**config.mk**
```make
export PLATFORM = sky130hd
export DESIGN_NAME = bsram_datapath
export DESIGN_NICKNAME = d
export VERILOG_FILES = /design/src/rtl/bsram_pkg.sv /design/src/rtl/bsram_beat_decode.sv /design/src/rtl/bsram_lane_array.sv /design/src/rtl/bsram_out_stage.sv /design/src/rtl/bsram_datapath.sv
export SDC_FILE = /design/constraint.sdc
export NUM_CORES = 1
export LEC_CHECK = 0
export BUFFER_PORTS_ARGS = -buffer_cell sky130_fd_sc_hd__buf_4
export CAP_MARGIN = 20
export CORE_ASPECT_RATIO = 0.7
export CORE_MARGIN = 2
export CORE_UTILIZATION = 55
export DETAILED_ROUTE_END_ITERATION = 6
export PLACE_DENSITY = 0.72
export SYNTH_ARGS = -nofsm -noshare
export SYNTH_HDL_FRONTEND = slang
export SYNTH_SLANG_ARGS = --single-unit
```
**constraint.sdc**
```tcl
create_clock -name clk_i -period 6.4 [get_ports clk_i]
set_input_delay 0.96 -clock clk_i [delete_from_list [all_inputs] [get_ports clk_i]]
set_output_delay 0.96 -clock clk_i [all_outputs]
set_load 0.05 [all_outputs]
```
**src/rtl/bsram_pkg.sv**
```systemverilog
package bsram_pkg;

    localparam int NUM_LANES = 4;
    localparam int LANE_W    = 8;
    localparam int WORD_W    = NUM_LANES * LANE_W;

    typedef logic [NUM_LANES-1:0] lane_mask_t;
    typedef logic [WORD_W-1:0]    word_t;

    typedef enum logic [1:0] {
        BEAT_IDLE  = 2'd0,
        BEAT_READ  = 2'd1,
        BEAT_WRITE = 2'd2
    } beat_e;

    typedef struct packed {
        beat_e      kind;
        lane_mask_t lane_we;
    } beat_cmd_t;

    // Layered decode: global write over byte write over read.
    function automatic beat_cmd_t decode_beat(
        input logic       sel,
        input logic       proc,
        input logic       gwe_n,
        input logic       bwe_n,
        input lane_mask_t bw_n
    );
        beat_cmd_t cmd;
        cmd.kind    = BEAT_IDLE;
        cmd.lane_we = '0;
        if (sel) begin
            if (proc) begin
                cmd.kind = BEAT_READ;
            end else if (!gwe_n) begin
                cmd.kind    = BEAT_WRITE;
                cmd.lane_we = '1;
            end else if (!bwe_n && (bw_n != '1)) begin
                cmd.kind    = BEAT_WRITE;
                cmd.lane_we = ~bw_n;
            end else begin
                cmd.kind = BEAT_READ;
            end
        end
        return cmd;
    endfunction

endpackage

```
**src/rtl/bsram_beat_decode.sv**
```systemverilog
module bsram_beat_decode
    import bsram_pkg::*;
(
    input  logic       snooze_i,
    input  logic       sel_i,
    input  logic       proc_start_i,
    input  logic       gwe_n_i,
    input  logic       bwe_n_i,
    input  lane_mask_t bw_n_i,
    output beat_cmd_t  cmd_o
);

    beat_cmd_t raw_cmd;

    always_comb begin
        raw_cmd = decode_beat(sel_i, proc_start_i, gwe_n_i, bwe_n_i, bw_n_i);
        if (snooze_i) begin
            cmd_o.kind    = BEAT_IDLE;
            cmd_o.lane_we = '0;
        end else begin
            cmd_o = raw_cmd;
        end
    end

endmodule

```
**src/rtl/bsram_lane_array.sv**
```systemverilog
module bsram_lane_array
    import bsram_pkg::*;
#(
    parameter int DEPTH = 16,
    localparam int AW   = $clog2(DEPTH)
) (
    input  logic          clk_i,
    input  lane_mask_t    lane_we_i,
    input  logic [AW-1:0] addr_i,
    input  word_t         wdata_i,
    output word_t         rword_o
);

    for (genvar g = 0; g < NUM_LANES; g++) begin : g_lane
        logic [LANE_W-1:0] store [DEPTH];

        always_ff @(posedge clk_i) begin
            if (lane_we_i[g]) begin
                store[addr_i] <= wdata_i[g*LANE_W +: LANE_W];
            end
        end

        assign rword_o[g*LANE_W +: LANE_W] = store[addr_i];
    end

endmodule

```
**src/rtl/bsram_out_stage.sv**
```systemverilog
module bsram_out_stage
    import bsram_pkg::*;
(
    input  logic  clk_i,
    input  logic  rst_i,
    input  beat_e kind_i,
    input  word_t rword_i,
    input  logic  oe_n_i,
    input  logic  snooze_i,
    output word_t rdata_o,
    output logic  drive_o
);

    word_t data_q;
    logic  live_q;

    always_ff @(posedge clk_i) begin
        if (rst_i) begin
            data_q <= '0;
            live_q <= 1'b0;
        end else begin
            unique case (kind_i)
                BEAT_READ: begin
                    data_q <= rword_i;
                    live_q <= 1'b1;
                end
                default: live_q <= 1'b0;
            endcase
        end
    end

    assign rdata_o = data_q;
    assign drive_o = live_q & ~oe_n_i & ~snooze_i;

endmodule

```
**src/rtl/bsram_datapath.sv**
```systemverilog
module bsram_datapath
    import bsram_pkg::*;
#(
    parameter int DEPTH = 16,
    localparam int AW   = $clog2(DEPTH)
) (
    input  logic                 clk_i,
    input  logic                 rst_i,
    input  logic                 snooze_i,
    input  logic                 sel_i,
    input  logic                 proc_start_i,
    input  logic [AW-1:0]        addr_i,
    input  logic                 gwe_n_i,
    input  logic                 bwe_n_i,
    input  logic [NUM_LANES-1:0] bw_n_i,
    input  logic [WORD_W-1:0]    wdata_i,
    input  logic                 oe_n_i,
    output logic [WORD_W-1:0]    rdata_o,
    output logic                 drive_o
);

    beat_cmd_t  cmd;
    lane_mask_t lane_we;
    word_t      rword;

    bsram_beat_decode u_decode (
        .snooze_i     (snooze_i),
        .sel_i        (sel_i),
        .proc_start_i (proc_start_i),
        .gwe_n_i      (gwe_n_i),
        .bwe_n_i      (bwe_n_i),
        .bw_n_i       (bw_n_i),
        .cmd_o        (cmd)
    );

    assign lane_we = cmd.lane_we;

    bsram_lane_array #(.DEPTH(DEPTH)) u_array (
        .clk_i     (clk_i),
        .lane_we_i (lane_we),
        .addr_i    (addr_i),
        .wdata_i   (wdata_i),
        .rword_o   (rword)
    );

    bsram_out_stage u_out (
        .clk_i    (clk_i),
        .rst_i    (rst_i),
        .kind_i   (cmd.kind),
        .rword_i  (rword),
        .oe_n_i   (oe_n_i),
        .snooze_i (snooze_i),
        .rdata_o  (rdata_o),
        .drive_o  (drive_o)
    );

endmodule

```
* Word-level counts from Yosys, hierarchy flattened
Memory sizes are Yosys's and may differ from the RTL's. A register that Yosys moved wholly into a read port is not among the register bits. Cells that the tools add are included. W data, S select, Z words.
Word-level totals: input bits 48, memory bits (read-only) 0, output and inout bits 33, register bits 1, latch bits 0, memories 4, word-level logic and storage cells 30, bits in writable memories 512
Memory list:
- u_array.g_lane[0].store | words 16, width 8, rd ports 1, clocked after memory_dff 1, write ports 1, RTL line bsram_lane_array.sv:15 | logic [LANE_W-1:0] store [DEPTH];
- u_array.g_lane[1].store | words 16, width 8, rd ports 1, clocked after memory_dff 1, write ports 1, RTL line bsram_lane_array.sv:15
- u_array.g_lane[2].store | words 16, width 8, rd ports 1, clocked after memory_dff 1, write ports 1, RTL line bsram_lane_array.sv:15
- u_array.g_lane[3].store | words 16, width 8, rd ports 1, clocked after memory_dff 1, write ports 1, RTL line bsram_lane_array.sv:15
Operators by class: div/mod/pow operators 0, mux-type cells 16, reduce and logical (&&, ||, !) cells 2, bitwise operators 5, magnitude comparators 0, multiply operators 0, shifts and indexed selects 0, add/sub/neg operators 0, equal/unequal tests 2
Operators with widths (number):
- $mux W6 | 3
- $mux W1 | 9
- $mux W4 | 2
- $mux W2 | 2
- $ne A4 B4 Y1 const B | 1
- $not A4 Y4 | 1
- $and A1 B1 Y1 | 2
- $eq A2 B1 Y1 const B | 1
- $not A1 Y1 | 2
- $logic_and A1 B1 Y1 | 1
- $logic_not A1 Y1 | 1

* Longest topological paths before layout
Gate-level depths: netlist of run 1.
depth in word-level cells 9, gate-level depth with buffers 7, gate-level depth less buffers 4

* Cells and area by module
From an unflattened synthesis of run 1, not the netlist that was laid out.
Unflattened totals: cells, all modules 1043, area total of the unflattened synthesis 21091.5 µm²
By module, submodules not included:
- bsram_lane_array | area each 19484.9 µm², sequential area each 15374.7 µm², times used 1, cells an instance 879
- bsram_out_stage | area each 1497.7 µm², sequential area each 660.6 µm², times used 1, cells an instance 148
- bsram_beat_decode | area each 108.9 µm², sequential area each 0.0 µm², times used 1, cells an instance 16

* Worst setup path after synthesis of run 1
Ideal clock, no wire load.
kind input to output, start point in snooze_i, end point out drive_o, stages on the path 1, path buffers 0, required time 5440 ps, setup slack 3322 ps, arrival time 2118 ps, cell sequence nor3b_1
Between the ends: word-level cells in the longest chain between the ends 2
RTL lines:
- from (decl) | RTL line bsram_datapath.sv:9 | input logic snooze_i,
- $not A1 Y1 | RTL line bsram_out_stage.sv:33 | assign drive_o = live_q & ~oe_n_i & ~snooze_i;
- $and A1 B1 Y1 | RTL line bsram_out_stage.sv:33
- to (decl) | RTL line bsram_datapath.sv:19 | output logic drive_o
Every way passes these cells.

* Worst setup path after layout of run 1
start point in snooze_i, end point mem u_array.g_lane[2].store[3][3] (enable)
Between the ends: word-level cells in the longest chain between the ends 3
RTL lines:
- $mux W6 | RTL line bsram_beat_decode.sv:17 | if (snooze_i) begin
- $mux W1 | RTL line bsram_lane_array.sv:18 | if (lane_we_i[g]) begin
- $mux W1 (not written as such) | RTL line bsram_lane_array.sv:19 | store[addr_i] <= wdata_i[g*LANE_W +: LANE_W];
- to (decl) | RTL line bsram_lane_array.sv:15
Every way passes these cells.

==> impl_metrics.json, run 1 <==
{
  "status": "finished clean",
  "die_w_um": 236.6,
  "rows": 59,
  "slowest_delay_ps": 890,
  "synth.top_cell.area_share": 0.7383,
  "antenna_left": 0,
  "powerDensity_mw_per_mm2": 304.6,
  "critPathSlowestCell": "nor2_1",
  "synth-main-ff-cell": "edfxtp_1",
  "fillerInstances": 2573,
  "ctsLongestPathBuffers": 3,
  "ys_seq_elements": 545,
  "synthArstFlopShare": 0,
  "holdPathStages": 1,
  "worst_skew_pair.late_latency_ps": 560,
  "yosysMostFrequentCell": "edfxtp_1",
  "wl_met1_mm": 19.10,
  "worst_clock_skew_ps": 10.34,
  "coreArea_mm2": 0.03721,
  "grt_overflow": 0,
  "min_from": "u_out.rdata_o[24]$_SDFFE_PP0N_",
  "tightest_slew_ps": 1017,
  "yosysWarnings": 0,
  "critPathArrivalTime_ps": 3320,
  "cp.depth": 5,
  "place_inst": 1524,
  "ys_seq_area_frac": 0.7701,
  "place_congestion": 0.7337,
  "die_height_um": 166.8,
  "synth_edf_count": 512,
  "cts_hold_buffers": 0,
  "fin_crit_ps": 3146,
  "cts_max_level": 2,
  "ioPinCount": 81,
  "cts_tree": "done",
  "rr_startpoint": "u_array.g_lane[0].store[11][6]$_DFFE_PP_",
  "post-cts-setup-buffers": 0,
  "cts_resized": 0,
  "final_max_slew_viol_count": 0,
  "max_freq_mhz": 317.8,
  "avgSynthCellArea_um2": 20.99,
  "synth_area_leaders": "edfxtp_1, mux4_2, dfxtp_1",
  "routed_wl_mm": 43.44,
  "drt-pass1-iter-count": 6,
  "end_kind": "register",
  "dr_wl_met3_mm": 3.179,
  "dp_hpwl_mm": 25.65,
  "dieArea_mm2": 0.03946,
  "worst-setup-path-type": "input pin to register",
  "fin_crit_sh": 0.4916,
  "cts.sinks": 545,
  "cpMostUsedCell": "nor2b_1",
  "layout.cells.non_filler": 1613,
  "r2r_slack_ps": 4870,
  "drc": 0,
  "multi_input_area_mm2": 0.004563,
  "grt_antenna_before_repair": 0,
  "yosys.area.top_type": "edfxtp_1",
  "nNetsFinal": 1135,
  "root_buffer": "clkbuf_16",
  "setup_viol": 0,
  "clk_pin_slew_ps": 60,
  "tns_ps": 0,
  "dr.max_layer_used": "met4",
  "grt_pass1_wl_mm": 64.74,
  "portBuffers": 80,
  "register_area_mm2": 0.01604,
  "hp-class": "register to register",
  "start_util": 0.5597,
  "num_antenna_cells": 0,
  "critPathMaxFanout": 16,
  "ys_top_cells_by_count": "edfxtp_1, nor2_1, mux4_2",
  "grt_util_all_layers": 0.2246,
  "wl_per_cell_um": 26.93,
  "synth.distinct_cells": 22,
  "synth_area_mm2": 0.02082,
  "rsz0062_at_grt": "false",
  "via_per_inst": 6.152,
  "startpoint_type": "input pin",
  "path_buf_inv": 1,
  "ir_drop_v": 0.0002456,
  "r2r_cells": 4,
  "grt_start_max_net_pins": 103,
  "area_delta_synth_final_pct": 12.91,
  "met2_length_mm": 20.18,
  "drive_above_1_share": 0.2693,
  "worstReg2RegEnd": "u_out.rdata_o[6]$_SDFFE_PP0N_",
  "crit_required_ps": 6570,
  "syn_nets": 1040,
  "crit_chain": "buf_4 -> nor2b_1 -> nor2b_1 -> nand2_1 -> nor2_1",
  "hold_path_end": "u_out.rdata_o[24]$_SDFFE_PP0N_",
  "timing_hold_violations_final": 0,
  "p_leak_uw": 0.007858,
  "grt_pass1_vias": 10159,
  "relSlewSlack": 0.3195,
  "cts_made_buffers": 49,
  "vias": 9923,
  "cp_top_family": "simple AND/OR/NAND/NOR gates",
  "drt-initial-drc-count": 1062,
  "syn-instance-count": 992,
  "max-cap-violations": 0
}
## logic make-up (layout without fill, tap and decap cells)
family                 count (synthesis)  count (layout)  synth area share
AND/OR/NAND/NOR                      164             164           0.03197
multiplexers                         192             192            0.1692
AO/OA/AOI/OAI                         39              39           0.01586
flip-flops                           545             545            0.7701
buffers and inverters                 52             185           0.01292
## cells in the final DEF, fill, tap and decap left out
| cell | netlist | final |
|---|---|---|
| nor2_1 | 131 | 131 |
| clkbuf_16 | 0 | 49 |
| and4_1 | 1 | 1 |
| o21ai_0 | 4 | 4 |
| buf_4 | 0 | 93 |
| buf_12 | 0 | 1 |
| nand2_1 | 13 | 13 |
| clkbuf_1 | 22 | 6 |
| clkbuf_8 | 0 | 1 |
| a31oi_4 | 0 | 1 |
| mux4_2 | 128 | 128 |
| nand3_1 | 6 | 6 |
| mux2i_1 | 64 | 64 |
| bufinv_16 | 0 | 5 |
| or2_1 | 1 | 1 |
| and4b_1 | 1 | 1 |
| dfxtp_1 | 33 | 33 |
| buf_6 | 7 | 1 |
| nor2b_1 | 7 | 7 |
| clkinv_2 | 0 | 12 |
| a211o_1 | 32 | 32 |
| clkinv_1 | 0 | 9 |
| nand4_1 | 1 | 1 |
| clkinv_4 | 0 | 2 |
| edfxtp_1 | 512 | 512 |
| clkinvlp_4 | 0 | 5 |
| o2111ai_4 | 0 | 2 |
| or2_2 | 2 | 2 |
| inv_8 | 0 | 1 |
| nor3b_1 | 1 | 1 |
## where the power goes
part | switching (uW) | leakage [uW] | internal (uW)
sequential | 10.9 | 0.00487 | 3920
combinational | 215 | 0.00223 | 141
clock | 1260 | 0.000758 | 1610
total | 1490 | 0.00786 | 5670
## cell type report
| type | count | share of cell area |
|---|---|---|
| clock buffers | 55 | 0.05311 |
| clock inverters | 34 | 0.01320 |
| multi-input cells | 395 | 0.1941 |
| flip-flops and latches | 545 | 0.6820 |
| well taps | 488 | 0.02597 |
| repair buffers | 96 | 0.03161 |
## stage by stage
stage	hold slack (ps)	setup slack, ps	power (uW)	utilization	cell area, um^2
floorplan	750.5	3322	4228	-	20820
global placement	446.7	2707	4359	0.5900	21950
detailed placement	455.5	2700	4366	0.5900	21950
CTS	468.1	3206	7206	0.6319	23510
global route	480.1	3083	7368	0.6319	23510
finish	463.2	3254	7162	0.6319	23510
## flip-flops by register name, summed over array words and instances, names as in the netlist
register,cells
u_out.live_q,1
u_out.rdata_o,32
u_array.g_lane.store,512
## metal layers
layer	up-vias	track usage
met2	387	0.3425
met1	5217	0.3385
met5	-	0
li1	4244	-
met3	75	0.04492
met4	0	0.05861
## worst max path at each step
stage                                          endpoint  startpoint  slack, ps
2_1_floorplan                                   drive_o    snooze_i       3320
3_5_place_dp   u_array.g_lane[1].store[12][2]$_DFFE_PP_    snooze_i       2700
5_1_grt         u_array.g_lane[2].store[3][3]$_DFFE_PP_    snooze_i       3080
4_1_cts         u_array.g_lane[2].store[3][3]$_DFFE_PP_    snooze_i       3210
6_report        u_array.g_lane[2].store[3][3]$_DFFE_PP_    snooze_i       3250
3_3_place_gp   u_array.g_lane[1].store[12][2]$_DFFE_PP_    snooze_i       2710
(Power assumes the default switching activity.)
==> run 2: changes to the inputs <==
==> constraint.sdc (replaced) <==
create_clock -name clk_i -period 3.2 [get_ports clk_i]
set_input_delay 0.48 -clock clk_i [delete_from_list [all_inputs] [get_ports clk_i]]
set_output_delay 0.48 -clock clk_i [all_outputs]
set_load 0.05 [all_outputs]
==> run 2 against run 1 <==
  * First-iteration DRC count shrank 2.5%
  * Via count grew 1.4%
  * Utilization grew 1.3 points
  * Hold slack lost 250 ps
  * Largest cell class unchanged
  * Register-to-register slack lost 3200 ps
==> impl_metrics.json, run 2 (synthesis gave the netlist of run 1 again) <==
{
  "layout.cells.non_filler": 1674,
  "routed_wl_mm": 43.39,
  "grt_pass1_vias": 10219,
  "grt_pass1_wl_mm": 64.52,
  "hold_ws_ps": 209.6,
  "grt_start_max_net_pins": 56,
  "most-common-layout-cells": "edfxtp_1, buf_4, nor2_1",
  "slowest_delay_ps": 550,
  "clk_pin_slew_ps": 60,
  "p_leak_uw": 0.008203,
  "vias": 10057,
  "critPathMaxFanout": 55,
  "fillerInstances": 2501,
  "ir_drop_v": 0.0006045,
  "worst_clock_skew_ps": 11.29,
  "tightest_slew_ps": 673.4,
  "timing_hold_violations_final": 0,
  "fin_crit_ps": 1987,
  "portBuffers": 80,
  "power_switching_share": 0.2021,
  "end_kind": "register",
  "crit_required_ps": 3650,
  "hp-class": "input pin to register",
  "cts.sinks": 545,
  "setup_viol": 0,
  "nNetsFinal": 1198,
  "seq_power_share": 0.556,
  "comb_power_share": 0.051,
  "area_delta_synth_final_pct": 15.26,
  "pwr-share-clk": 0.393,
  "cts_hold_buffers": 0,
  "top_register": "u_array.g_lane.store",
  "power_switching_uw": 2856,
  "path_buf_inv": 2,
  "grt_util_all_layers": 0.2239,
  "startpoint_type": "input pin",
  "cts_tree": "done",
  "pre_cts_ws_ps": 596.0,
  "cp_top_family": "buffers and inverters",
  "crit_chain": "clkbuf_8 -> buf_12 -> mux4_2 -> mux2i_1 -> nor2_1 -> a211o_1",
  "place_congestion": 0.7862,
  "dp_hpwl_mm": 26.18,
  "final_max_slew_viol_count": 0,
  "max_freq_mhz": 503.2,
  "post-cts-setup-buffers": 0,
  "drt-initial-drc-count": 1035,
  "fin_crit_sh": 0.6211,
  "final_core_util": 0.6451,
  "start_util": 0.5597,
  "status": "finished clean",
  "drt-pass1-iter-count": 5,
  "setup_ws_ps": 1213,
  "ioPinCount": 81,
  "worst_skew_pair.late_latency_ps": 560,
  "ctsLongestPathBuffers": 3,
  "die_height_um": 166.8,
  "rsz0062_at_grt": "false",
  "rows": 59,
  "grt_antenna_before_repair": 1,
  "cts_resized": 0,
  "die_w_um": 236.6,
  "grt_overflow": 0,
  "wl_per_cell_um": 25.92,
  "antenna_left": 0,
  "cts_max_level": 2,
  "tns_ps": 0,
  "layout.cells.most_common": "edfxtp_1",
  "drc": 0,
  "via_per_inst": 6.008,
  "critPathArrivalTime_ps": 2440,
  "dieArea_mm2": 0.03946,
  "cts_made_buffers": 48,
  "powerDensity_mw_per_mm2": 588.9,
  "largest_reg_flops": 512,
  "coreArea_mm2": 0.03721,
  "worst-setup-path-type": "input pin to register",
  "max-cap-violations": 0,
  "intPower_uw": 11280,
  "root_buffer": "clkbuf_16",
  "drive_above_1_share": 0.2996,
  "place_inst": 1588,
  "critPathSlowestCell": "mux4_2",
  "relSlewSlack": 0.5511
}
## run 2: cell count changes in the layout (fill, tap and decap cells not counted), sizes merged
| cell | change |
|---|---|
| clkinvlp | -5 |
| bufinv | -2 |
| clkinv | -10 |
| buf | +64 |
| diode | +1 |
| clkbuf | +13 |
## run 2: power groups by stage
stage               sequential [uW]  combinational, uW  clock [uW]
finish                         7860                720        5550
global route                   7860                770        5940
CTS                            7860                728        5660
detailed placement             8010                726           0
global placement               8010                711           0
floorplan                      8080                377           0
## run 2: final timing paths
check | startpoint | endpoint | slack [ps] | cells past startpoint
worst min register to register | u_out.rdata_o[17]$_SDFFE_PP0N_ | u_out.rdata_o[17]$_SDFFE_PP0N_ | 460 | 1
worst min-delay path | wdata_i[8] | u_array.g_lane[1].store[12][0]$_DFFE_PP_ | 210 | 1
worst max-delay path | addr_i[0] | u_out.rdata_o[5]$_SDFFE_PP0N_ | 1210 | 6
worst max register to register | u_array.g_lane[2].store[11][7]$_DFFE_PP_ | u_out.rdata_o[23]$_SDFFE_PP0N_ | 1670 | 4
## run 2: area by class of cell
type	instances	area [um^2]	share of cell area
repair buffers	160	1299	0.05411
well taps	488	610.6	0.02544
diodes	1	2.502	0.0001043
clock buffers	68	1338	0.05573
flip-flops and latches	545	16040	0.6681
multi-input cells	395	4563	0.1901
clock inverters	17	153.9	0.006412
## run 2: routing by layer
metal	GRT usage	up-vias	share of wire
li1	-	4371	-
met2	0.3428	346	0.47
met4	0.06219	0	0.022
met3	0.04061	62	0.061
met1	0.3376	5278	0.44
met5	0	-	0
## run 2: metrics by stage
stage               cell area [um^2]  power (uW)
floorplan                      20820        8456
global placement               22510        8724
detailed placement             22510        8741
CTS                            24000       14250
global route                   24000       14570
finish                         24000       14130
